$ cat src/rtl/cas_pkg.sv
package cas_pkg;
  typedef enum logic [2:0] {
    ST_IDLE, ST_READ, ST_COMPARE, ST_WRITE, ST_DONE
  } cas_state_t;

  typedef enum logic [1:0] {
    FLT_NONE = 2'd0,
    FLT_GP   = 2'd1,
    FLT_UD   = 2'd2
  } cas_fault_t;
endpackage

$ cat src/rtl/cas_fault_check.sv
module cas_fault_check
  import cas_pkg::*;
#(
  parameter int ALIGN_BITS = 4
) (
  input  logic                  wide,
  input  logic                  not_mem,
  input  logic                  wide_en,
  input  logic [ALIGN_BITS-1:0] addr_lo,
  output cas_fault_t            fault
);
  // Priority: register destination first, then feature, then alignment.
  always_comb begin
    if (not_mem)
      fault = FLT_UD;
    else if (wide && !wide_en)
      fault = FLT_GP;
    else if (wide && (addr_lo != '0))
      fault = FLT_GP;
    else
      fault = FLT_NONE;
  end
endmodule

$ cat src/rtl/cas_datapath.sv
module cas_datapath #(
  parameter int HALF_W = 64
) (
  input  logic                wide,
  input  logic [HALF_W-1:0]   cmp_hi,
  input  logic [HALF_W-1:0]   cmp_lo,
  input  logic [HALF_W-1:0]   new_hi,
  input  logic [HALF_W-1:0]   new_lo,
  input  logic [2*HALF_W-1:0] rd,
  output logic                match,
  output logic [2*HALF_W-1:0] wdata,
  output logic [2*HALF_W/8-1:0] be,
  output logic [HALF_W-1:0]   res_hi,
  output logic [HALF_W-1:0]   res_lo
);
  localparam int DATA_W = 2 * HALF_W;
  localparam int NW     = HALF_W / 2;
  localparam int BE_W   = DATA_W / 8;

  logic [HALF_W-1:0] cmp_narrow, new_narrow;
  logic [DATA_W-1:0] new_full;

  assign cmp_narrow = {cmp_hi[NW-1:0], cmp_lo[NW-1:0]};
  assign new_narrow = {new_hi[NW-1:0], new_lo[NW-1:0]};

  always_comb begin
    if (wide) begin
      match    = (rd == {cmp_hi, cmp_lo});
      new_full = {new_hi, new_lo};
    end else begin
      match    = (rd[HALF_W-1:0] == cmp_narrow);
      new_full = {rd[DATA_W-1:HALF_W], new_narrow};
    end
    wdata = match ? new_full : rd;
  end

  always_comb begin
    if (match) begin
      res_hi = cmp_hi;
      res_lo = cmp_lo;
    end else if (wide) begin
      res_hi = rd[DATA_W-1:HALF_W];
      res_lo = rd[HALF_W-1:0];
    end else begin
      res_hi = {{NW{1'b0}}, rd[HALF_W-1:NW]};
      res_lo = {{NW{1'b0}}, rd[NW-1:0]};
    end
  end

  for (genvar g = 0; g < BE_W; g++) begin : g_be
    if (g < BE_W / 2) begin : g_low
      assign be[g] = 1'b1;
    end else begin : g_high
      assign be[g] = wide;
    end
  end
endmodule

$ cat src/rtl/cas_seq.sv
module cas_seq
  import cas_pkg::*;
(
  input  logic clk,
  input  logic rst_n,
  input  logic cmd_valid,
  input  logic cmd_faulty,
  output logic cmd_ready,
  output logic cmd_fire,
  output logic mem_req_valid,
  input  logic mem_req_ready,
  output logic mem_req_write,
  output logic mem_lock,
  input  logic mem_rsp_valid,
  output logic rd_fire,
  output logic cmp_stage,
  output logic done
);
  cas_state_t state;
  logic       issued;

  always_ff @(posedge clk or negedge rst_n) begin
    if (!rst_n) begin
      state  <= ST_IDLE;
      issued <= 1'b0;
    end else begin
      case (state)
        ST_IDLE:
          if (cmd_valid) state <= cmd_faulty ? ST_DONE : ST_READ;
        ST_READ, ST_WRITE: begin
          if (mem_req_valid && mem_req_ready) issued <= 1'b1;
          if (issued && mem_rsp_valid) begin
            issued <= 1'b0;
            state  <= (state == ST_READ) ? ST_COMPARE : ST_DONE;
          end
        end
        ST_COMPARE: state <= ST_WRITE;
        default:    state <= ST_IDLE;
      endcase
    end
  end

  assign cmd_ready     = (state == ST_IDLE);
  assign cmd_fire      = cmd_valid && cmd_ready;
  assign mem_req_valid = ((state == ST_READ) || (state == ST_WRITE)) && !issued;
  assign mem_req_write = (state == ST_WRITE);
  assign mem_lock      = (state == ST_READ) || (state == ST_COMPARE) || (state == ST_WRITE);
  assign rd_fire       = (state == ST_READ) && issued && mem_rsp_valid;
  assign cmp_stage     = (state == ST_COMPARE);
  assign done          = (state == ST_DONE);
endmodule

$ cat src/rtl/cas_unit.sv
module cas_unit
  import cas_pkg::*;
#(
  parameter int HALF_W = 64,
  parameter int AW     = 32,
  parameter int FLAG_W = 8,
  parameter int ZF_POS = 6
) (
  input  logic                   clk,
  input  logic                   rst_n,
  input  logic                   cmd_valid,
  output logic                   cmd_ready,
  input  logic                   cmd_wide,
  input  logic                   cmd_not_mem,
  input  logic                   wide_en,
  input  logic [AW-1:0]          cmd_addr,
  input  logic [HALF_W-1:0]      cmp_hi,
  input  logic [HALF_W-1:0]      cmp_lo,
  input  logic [HALF_W-1:0]      new_hi,
  input  logic [HALF_W-1:0]      new_lo,
  input  logic [FLAG_W-1:0]      flags_in,
  output logic                   done,
  output logic                   zf,
  output logic [1:0]             fault,
  output logic [FLAG_W-1:0]      flags_out,
  output logic [HALF_W-1:0]      res_hi,
  output logic [HALF_W-1:0]      res_lo,
  output logic                   mem_req_valid,
  input  logic                   mem_req_ready,
  output logic                   mem_req_write,
  output logic [AW-1:0]          mem_req_addr,
  output logic [2*HALF_W-1:0]    mem_req_wdata,
  output logic [2*HALF_W/8-1:0]  mem_req_be,
  output logic                   mem_lock,
  input  logic                   mem_rsp_valid,
  input  logic [2*HALF_W-1:0]    mem_rsp_rdata
);
  localparam int DATA_W     = 2 * HALF_W;
  localparam int BE_W       = DATA_W / 8;
  localparam int ALIGN_BITS = $clog2(BE_W);

  cas_fault_t fault_c, fault_q;
  logic       cmd_fire, rd_fire, cmp_stage;

  logic              op_wide;
  logic [AW-1:0]     op_addr;
  logic [HALF_W-1:0] op_chi, op_clo, op_nhi, op_nlo;
  logic [FLAG_W-1:0] op_flags, flags_q, flags_next;
  logic [DATA_W-1:0] rd_q, wdata_q;
  logic [HALF_W-1:0] res_hi_q, res_lo_q;

  logic              dp_match;
  logic [DATA_W-1:0] dp_wdata;
  logic [BE_W-1:0]   dp_be;
  logic [HALF_W-1:0] dp_res_hi, dp_res_lo;

  cas_fault_check #(.ALIGN_BITS(ALIGN_BITS)) u_fault (
    .wide    (cmd_wide),
    .not_mem (cmd_not_mem),
    .wide_en (wide_en),
    .addr_lo (cmd_addr[ALIGN_BITS-1:0]),
    .fault   (fault_c)
  );

  cas_seq u_seq (
    .clk           (clk),
    .rst_n         (rst_n),
    .cmd_valid     (cmd_valid),
    .cmd_faulty    (fault_c != FLT_NONE),
    .cmd_ready     (cmd_ready),
    .cmd_fire      (cmd_fire),
    .mem_req_valid (mem_req_valid),
    .mem_req_ready (mem_req_ready),
    .mem_req_write (mem_req_write),
    .mem_lock      (mem_lock),
    .mem_rsp_valid (mem_rsp_valid),
    .rd_fire       (rd_fire),
    .cmp_stage     (cmp_stage),
    .done          (done)
  );

  cas_datapath #(.HALF_W(HALF_W)) u_dp (
    .wide   (op_wide),
    .cmp_hi (op_chi),
    .cmp_lo (op_clo),
    .new_hi (op_nhi),
    .new_lo (op_nlo),
    .rd     (rd_q),
    .match  (dp_match),
    .wdata  (dp_wdata),
    .be     (dp_be),
    .res_hi (dp_res_hi),
    .res_lo (dp_res_lo)
  );

  always_comb begin
    flags_next         = op_flags;
    flags_next[ZF_POS] = dp_match;
  end

  always_ff @(posedge clk or negedge rst_n) begin
    if (!rst_n) begin
      op_wide  <= 1'b0;
      op_addr  <= '0;
      op_chi   <= '0;
      op_clo   <= '0;
      op_nhi   <= '0;
      op_nlo   <= '0;
      op_flags <= '0;
      fault_q  <= FLT_NONE;
      rd_q     <= '0;
      wdata_q  <= '0;
      res_hi_q <= '0;
      res_lo_q <= '0;
      flags_q  <= '0;
    end else begin
      if (cmd_fire) begin
        op_wide  <= cmd_wide;
        op_addr  <= cmd_addr;
        op_chi   <= cmp_hi;
        op_clo   <= cmp_lo;
        op_nhi   <= new_hi;
        op_nlo   <= new_lo;
        op_flags <= flags_in;
        fault_q  <= fault_c;
        if (fault_c != FLT_NONE) begin
          res_hi_q <= cmp_hi;
          res_lo_q <= cmp_lo;
          flags_q  <= flags_in;
        end
      end
      if (rd_fire) rd_q <= mem_rsp_rdata;
      if (cmp_stage) begin
        res_hi_q <= dp_res_hi;
        res_lo_q <= dp_res_lo;
        wdata_q  <= dp_wdata;
        flags_q  <= flags_next;
      end
    end
  end

  assign mem_req_addr  = op_addr;
  assign mem_req_wdata = wdata_q;
  assign mem_req_be    = dp_be;
  assign fault         = fault_q;
  assign flags_out     = flags_q;
  assign zf            = flags_q[ZF_POS];
  assign res_hi        = res_hi_q;
  assign res_lo        = res_lo_q;
endmodule

$ cat config.mk
export PLATFORM = sky130hd
export DESIGN_NAME = cas_unit
export DESIGN_NICKNAME = d
export VERILOG_FILES = /design/src/rtl/cas_pkg.sv /design/src/rtl/cas_fault_check.sv /design/src/rtl/cas_datapath.sv /design/src/rtl/cas_seq.sv /design/src/rtl/cas_unit.sv
export SDC_FILE = /design/constraint.sdc
export NUM_CORES = 1
export LEC_CHECK = 0
export BUFFER_PORTS_ARGS = -buffer_cell sky130_fd_sc_hd__buf_4
export CAP_MARGIN = 15
export CORE_AREA = 5 5 291 293
export DETAILED_ROUTE_END_ITERATION = 8
export DIE_AREA = 0 0 296 298
export GPL_TIMING_DRIVEN = 0
export SYNTH_ARGS = -nofsm -noshare
export SYNTH_HDL_FRONTEND = slang
export SYNTH_SLANG_ARGS = --single-unit
$ cat constraint.sdc
create_clock -name clk -period 3.7 [get_ports clk]
set_input_delay 0.37 -clock clk [delete_from_list [all_inputs] [get_ports clk]]
set_output_delay 0.37 -clock clk [all_outputs]
set_load 0.1 [all_outputs]
-- Word level (Yosys, flattened, before mapping)
Cells that the tools add are included.
- flip-flop bits (word level): 695
- input bits: 432
- output and inout port bits: 320
- word-level logic and storage cells: 72
- eq/ne operators: 8
- multiplexer cells: 26
- reductions and logical operators: 23
- operators with widths (kind ; number):
    $mux 64 ; 10
    $mux 128 ; 2
    $eq 128x128->1 ; 1
    $eq 64x64->1 ; 1
    $mux 8 ; 3
    $mux 3 ; 4
    $pmux 3 s3 ; 1
    $logic_and 1x1->1 ; 8
    $reduce_bool 2->1 ; 4
    $eq 3x2->1 const B ; 2
    $reduce_and 2->1 ; 3
    $mux 1 ; 4
    $mux 2 ; 2
    $reduce_bool 4->1 ; 1
    $eq 3x1->1 const B ; 1
    $eq 3x3->1 const B ; 1
    $logic_not 3->1 ; 1
    $logic_or 1x1->1 ; 3
    $logic_not 1->1 ; 2
    $ne 2x1->1 const B ; 1
    $ne 2x2->1 const B ; 1
    $reduce_or 2->1 ; 1

-- Logic depth before layout (Yosys ltp)
- depth in word-level cells: 9
- mapped depth: 10
- mapped depth without buffers: 7

-- Hierarchy
Synthesis repeated with hierarchy kept, for this count alone.
- cell total of the unflattened synthesis: 2755
- area, all modules: 33073.0 um2
- by module, submodules not included (module ; instances ; cells an instance ; area each (um2) ; sequential area each (um2)):
    cas_unit ; 1 ; 1912 ; 27247.4 ; 17266.6
    cas_datapath ; 1 ; 808 ; 5499.0 ; 0.0
    cas_seq ; 1 ; 30 ; 287.8 ; 100.1
    cas_fault_check ; 1 ; 5 ; 38.8 ; 0.0

-- Worst setup path after synthesis
Ideal clock, no wire load.
- path type: reg2reg
- start: register u_seq.state[1]
- end: register flags_q[6], in the netlist flags_out[6]
- library setup time: 0.084 ns
- arrival: 4.170 ns
- data required time: 3.616 ns
- slack: -0.554 ns
- cell stages (with the launch flop): 9
- path buffers: 3
- period minus slack after synthesis: 4.254 ns
- cells stage by stage: dfrtp_1 clkbuf_1 nor3_1 nand2_1 nor2_1 clkbuf_1 clkbuf_1 a21oi_1 o22ai_1
- longest elaborated chain between the ends: 4
- elaborated cells between the ends (all ways): 7
- those cells by class: eq/ne (1); mux (1); reduce/logical (5)
- ends and longest elaborated chain (element ; line ; RTL):
    start, declared ; cas_seq.sv:19 ; cas_state_t state;
    start signal, assigned ; cas_seq.sv:29 ; if (cmd_valid) state <= cmd_faulty ? ST_DONE : ST_READ;
    start signal, assigned ; cas_seq.sv:34 ; state <= (state == ST_READ) ? ST_COMPARE : ST_DONE;
    $logic_not 3->1 ; cas_seq.sv:43 ; assign cmd_ready = (state == ST_IDLE);
    net cmd_ready ; cas_unit.sv:12 ; output logic cmd_ready,
    $logic_and 1x1->1 ; cas_seq.sv:44 ; assign cmd_fire = cmd_valid && cmd_ready;
    $reduce_bool 2->1 (no source line) ; -- ;
    $reduce_and 2->1 (no source line) ; -- ;
    end signal, assigned ; cas_unit.sv:129 ; flags_q <= flags_in;
    end signal, assigned ; cas_unit.sv:137 ; flags_q <= flags_next;
    end, declared ; cas_unit.sv:48 ; logic [FLAG_W-1:0] op_flags, flags_q, flags_next;
The timed path passes the listed nets, and every way through them passes these cells.
A chain may end at the register's enable or synchronous reset.

-- Worst setup path in the final report
- start: register rd_q[33]
- end: register res_hi_q[38], in the netlist res_hi[38]
- longest elaborated chain between the ends: 4
- elaborated cells between the ends (all ways): 5
- those cells by class: eq/ne (2); mux (3)
- ends and longest elaborated chain (element ; line ; RTL):
    start, declared ; cas_unit.sv:49 ; logic [DATA_W-1:0] rd_q, wdata_q;
    start signal, assigned ; cas_unit.sv:132 ; if (rd_fire) rd_q <= mem_rsp_rdata;
    $eq 128x128->1 / $eq 64x64->1 (equally long branches) ; cas_datapath.sv:28, cas_datapath.sv:31 ;
    $mux 1 * ; cas_datapath.sv:27 ; if (wide) begin
    $mux 64 * ; cas_datapath.sv:38 ; if (match) begin
    $mux 64 * ; cas_unit.sv:133 ; if (cmp_stage) begin
    end signal, assigned ; cas_unit.sv:127 ; res_hi_q <= cmp_hi;
    end signal, assigned ; cas_unit.sv:134 ; res_hi_q <= dp_res_hi;
    end, declared ; cas_unit.sv:50 ; logic [HALF_W-1:0] res_hi_q, res_lo_q;
Every way passes the cells marked *; elsewhere a longest branch is shown, timed or not.

==> flow_summary.yaml <==
run_status:
  status: "finished, final reports clean"
global_route:
  grt_max_degree: 112
  grt_pass1_vias: 29969
  grt-ovfl-total: 0
  antenna_found_initial: 21
  grt_util_all_layers_pct: 31.15
  grt_pass1_wl_mm: 203.4
floorplan:
  start_util_pct: 37.93
  die_w_um: 296
  coreArea_um2: 81580
  io_pins: 752
  die_area_um2: 88210
  rows: 105
  die_height_um: 298
synthesis:
  yosys_warnings: 0
  synth_top_area_share_pct: 56.12
  synth_cell_types: 52
  ys_seq_area_share_pct: 56.12
  ys.flop_type: "dfrtp_1"
  avgSynthCellArea_um2: 9.721
  netlist_area_um2: 30940
  synth_edf_count: 0
  synth_largest_area_cell: "dfrtp_1"
  async_flop_share_pct: 100.0
  synth_top_cells_by_area: "dfrtp_1 (56%), nand2_1 (13%), mux2_2 (4.5%)"
  syn_inst: 3183
  synth_seq_cells: 694
drt:
  vias: 29230
  drt-pass1-iter-count: 5
  post_drt_via_cell_ratio: 5.221
  finalWirelength_mm: 142.0
  drt_iter0_drc: 2222
  wl_per_cell_um: 25.36
  route.detailed.drc: 0
  antenna_left: 0
timing:
  hold_viol: 0
  rsz0062_at_grt: "false"
  setup_violations: 0
  clock_skew_ns: 0.01933
  setup_ws_ns: 0.07441
  maxSlewViolCount: 0
  fmax_mhz: 275.8
  finalCritPeriodShare_pct: 97.99
  tightest_slew_ns: 1.177
  max_slew_margin_pct: 21.31
  fin_crit_ns: 3.626
layout:
  final_common_cell: "nand2_1"
  area.sequential_um2: 17370
  multi_input_area_um2: 12570
  area_delta_synth_final_pct: 46.35
  final_cell_mix: "nand2_1 (1,070), buf_4 (759), dfrtp_1 (694)"
  stdcell_area_um2: 45280
  fin_nets: 4884
  drive_above_1_share_pct: 24.39
  num-fill-cells: 7305
cts:
  cts_root_buf: "clkbuf_16"
  numCtsBuffers: 81
  htreeDepth: 3
  clockBufferDepth: 3
  cts_tree: "yes"
  worstSkewPairLatency_ns: 0.64
  cts_sinks: 694
  clk_pin_slew_ns: 0.06
setup_path:
  cp-start-kind: "flip-flop"
  r2r_slack_ns: 0.07
  r2r.worst_path.cells: 7
  arrival_ns: 4.13
  crit_path_end_kind: "flip-flop"
  required_ns: 4.20
  criticalPathCategory: "flip-flop to flip-flop"
  path_max_fanout: 10
  r2r-end: "res_hi[38]"
  r2r_start: "rd_q[33]"
placement:
  gp_congestion: 0.8916
  dp_slack_ns: -0.2597
  dp_hpwl_mm: 106.9
  placed_cell_area_um2: 38130
  portBuffers: 743
hold_path:
  hold_class: "input port to flip-flop"
  holdPathEnd: "flags_out[6]"
  holdPathStages: 3
  hp-start: "flags_in[6]"
job:
  cap_viol_max_count: 0
[per-layer routing]
| layer | GRT usage (%) | wire length, um |
|---|---|---|
| met1 | 41.39 | 58950 |
| met2 | 50.56 | 66700 |
| met3 | 6.845 | 10720 |
| met4 | 10.96 | 5598 |
| met5 | 0 | 42 |
[worst max path at each step]
stage / to / start / depth (start not counted) / slack (ns)
global placement: op_nlo[16] / rst_n / 1 / -6.02
CTS: rd_q[67] / u_seq.state[2] / 6 / 0.10
finish: res_hi[38] / rd_q[33] / 7 / 0.07
global route: rd_q[70] / u_seq.state[2] / 6 / 0.01
floorplan: flags_out[6] / u_seq.state[1] / 8 / 0.50
detailed placement: flags_out[5] / cmd_addr[3] / 10 / -0.26
[cells in the mapped netlist, types with 2 or more instances]
cell type,count
nand2_1,1070
dfrtp_1,694
nor2_1,252
clkbuf_1,164
xor2_1,156
a21oi_1,154
mux2_2,125
mux2i_1,96
a221o_1,64
a31oi_1,57
buf_2,38
nor4_1,38
o31ai_1,37
nor2b_1,31
a211oi_1,29
o32ai_1,24
a31o_1,17
buf_4,17
a31o_2,15
nor3_1,12
nand4_1,10
o21ai_0,9
a22oi_1,8
o22ai_1,8
inv_1,7
buf_6,6
a221oi_1,4
and2_1,4
o311a_1,4
o31a_1,4
nand2b_1,3
nand3_1,3
o211a_1,3
xnor2_1,2
[timing repair]
item | 4_1_cts | 5_1_grt
endpoints found under the hold margin | 530 | 0
hold buffers | 427 | 0
endpoints found under the setup margin | 116 | 4
gates resized for setup | 1 | 3
buffers inserted | 0 | 0
[stage by stage]
step / instances / hold slack, ns / util, % / TNS, ns
after floorplan: 3190 / 0.07441 / - / 0
after global placement: 5003 / 0.4557 / 46.44 / -4140.85
after detailed placement: 5012 / 0.3500 / 46.73 / -9.493
after CTS: 5585 / 0.007445 / 55.46 / 0
after global routing: 5592 / 0.05710 / 55.48 / 0
final: 5599 / 0.04460 / 55.51 / 0
[flip-flops by register name, indices dropped and copies added (netlist names)]
signal         cells
op_wide            1
op_nhi            64
op_nlo            64
rd_q             128
u_seq.state        3
mem_req_addr      32
op_clo            64
res_hi            64
fault              2
op_flags           7
op_chi            64
mem_req_wdata    128
flags_out          8
u_seq.issued       1
res_lo            64
[logic make-up after synthesis]
| family | share of synthesized area, % |
|---|---|
| AOI/OAI and AO/OA | 10.13 |
| xor gates and xnor gates | 4.472 |
| buffers and inverters | 3.344 |
| DFF | 56.12 |
| muxes | 7.654 |
| other | 0.01212 |
| and+or+nand+nor | 18.26 |
[cell type report]
class	count	share of cell area, %
Sequential cell	694	38.35
Multi-Input combinational cell	2262	27.77
Timing Repair Buffer	1179	22.26
Clock buffer	115	5.228
Tap cell	1070	2.956
Buffer	226	2.238
Clock inverter	31	1.055
Antenna cell	14	0.07736
Inverter	8	0.06631
[critical path, cell delays in order, from the launching register on]
cell and delay [ns]:
dfrtp_1 0.62, xor2_1 0.23, nor4_1 0.46, nand4_1 0.22
nor4_4 0.57, a31oi_2 0.57, clkbuf_1 0.42, a221o_1 0.38
Power is left out: the tool's default activity adds up to more than one toggle a clock period on the data nets, which glitch-free logic cannot reach.
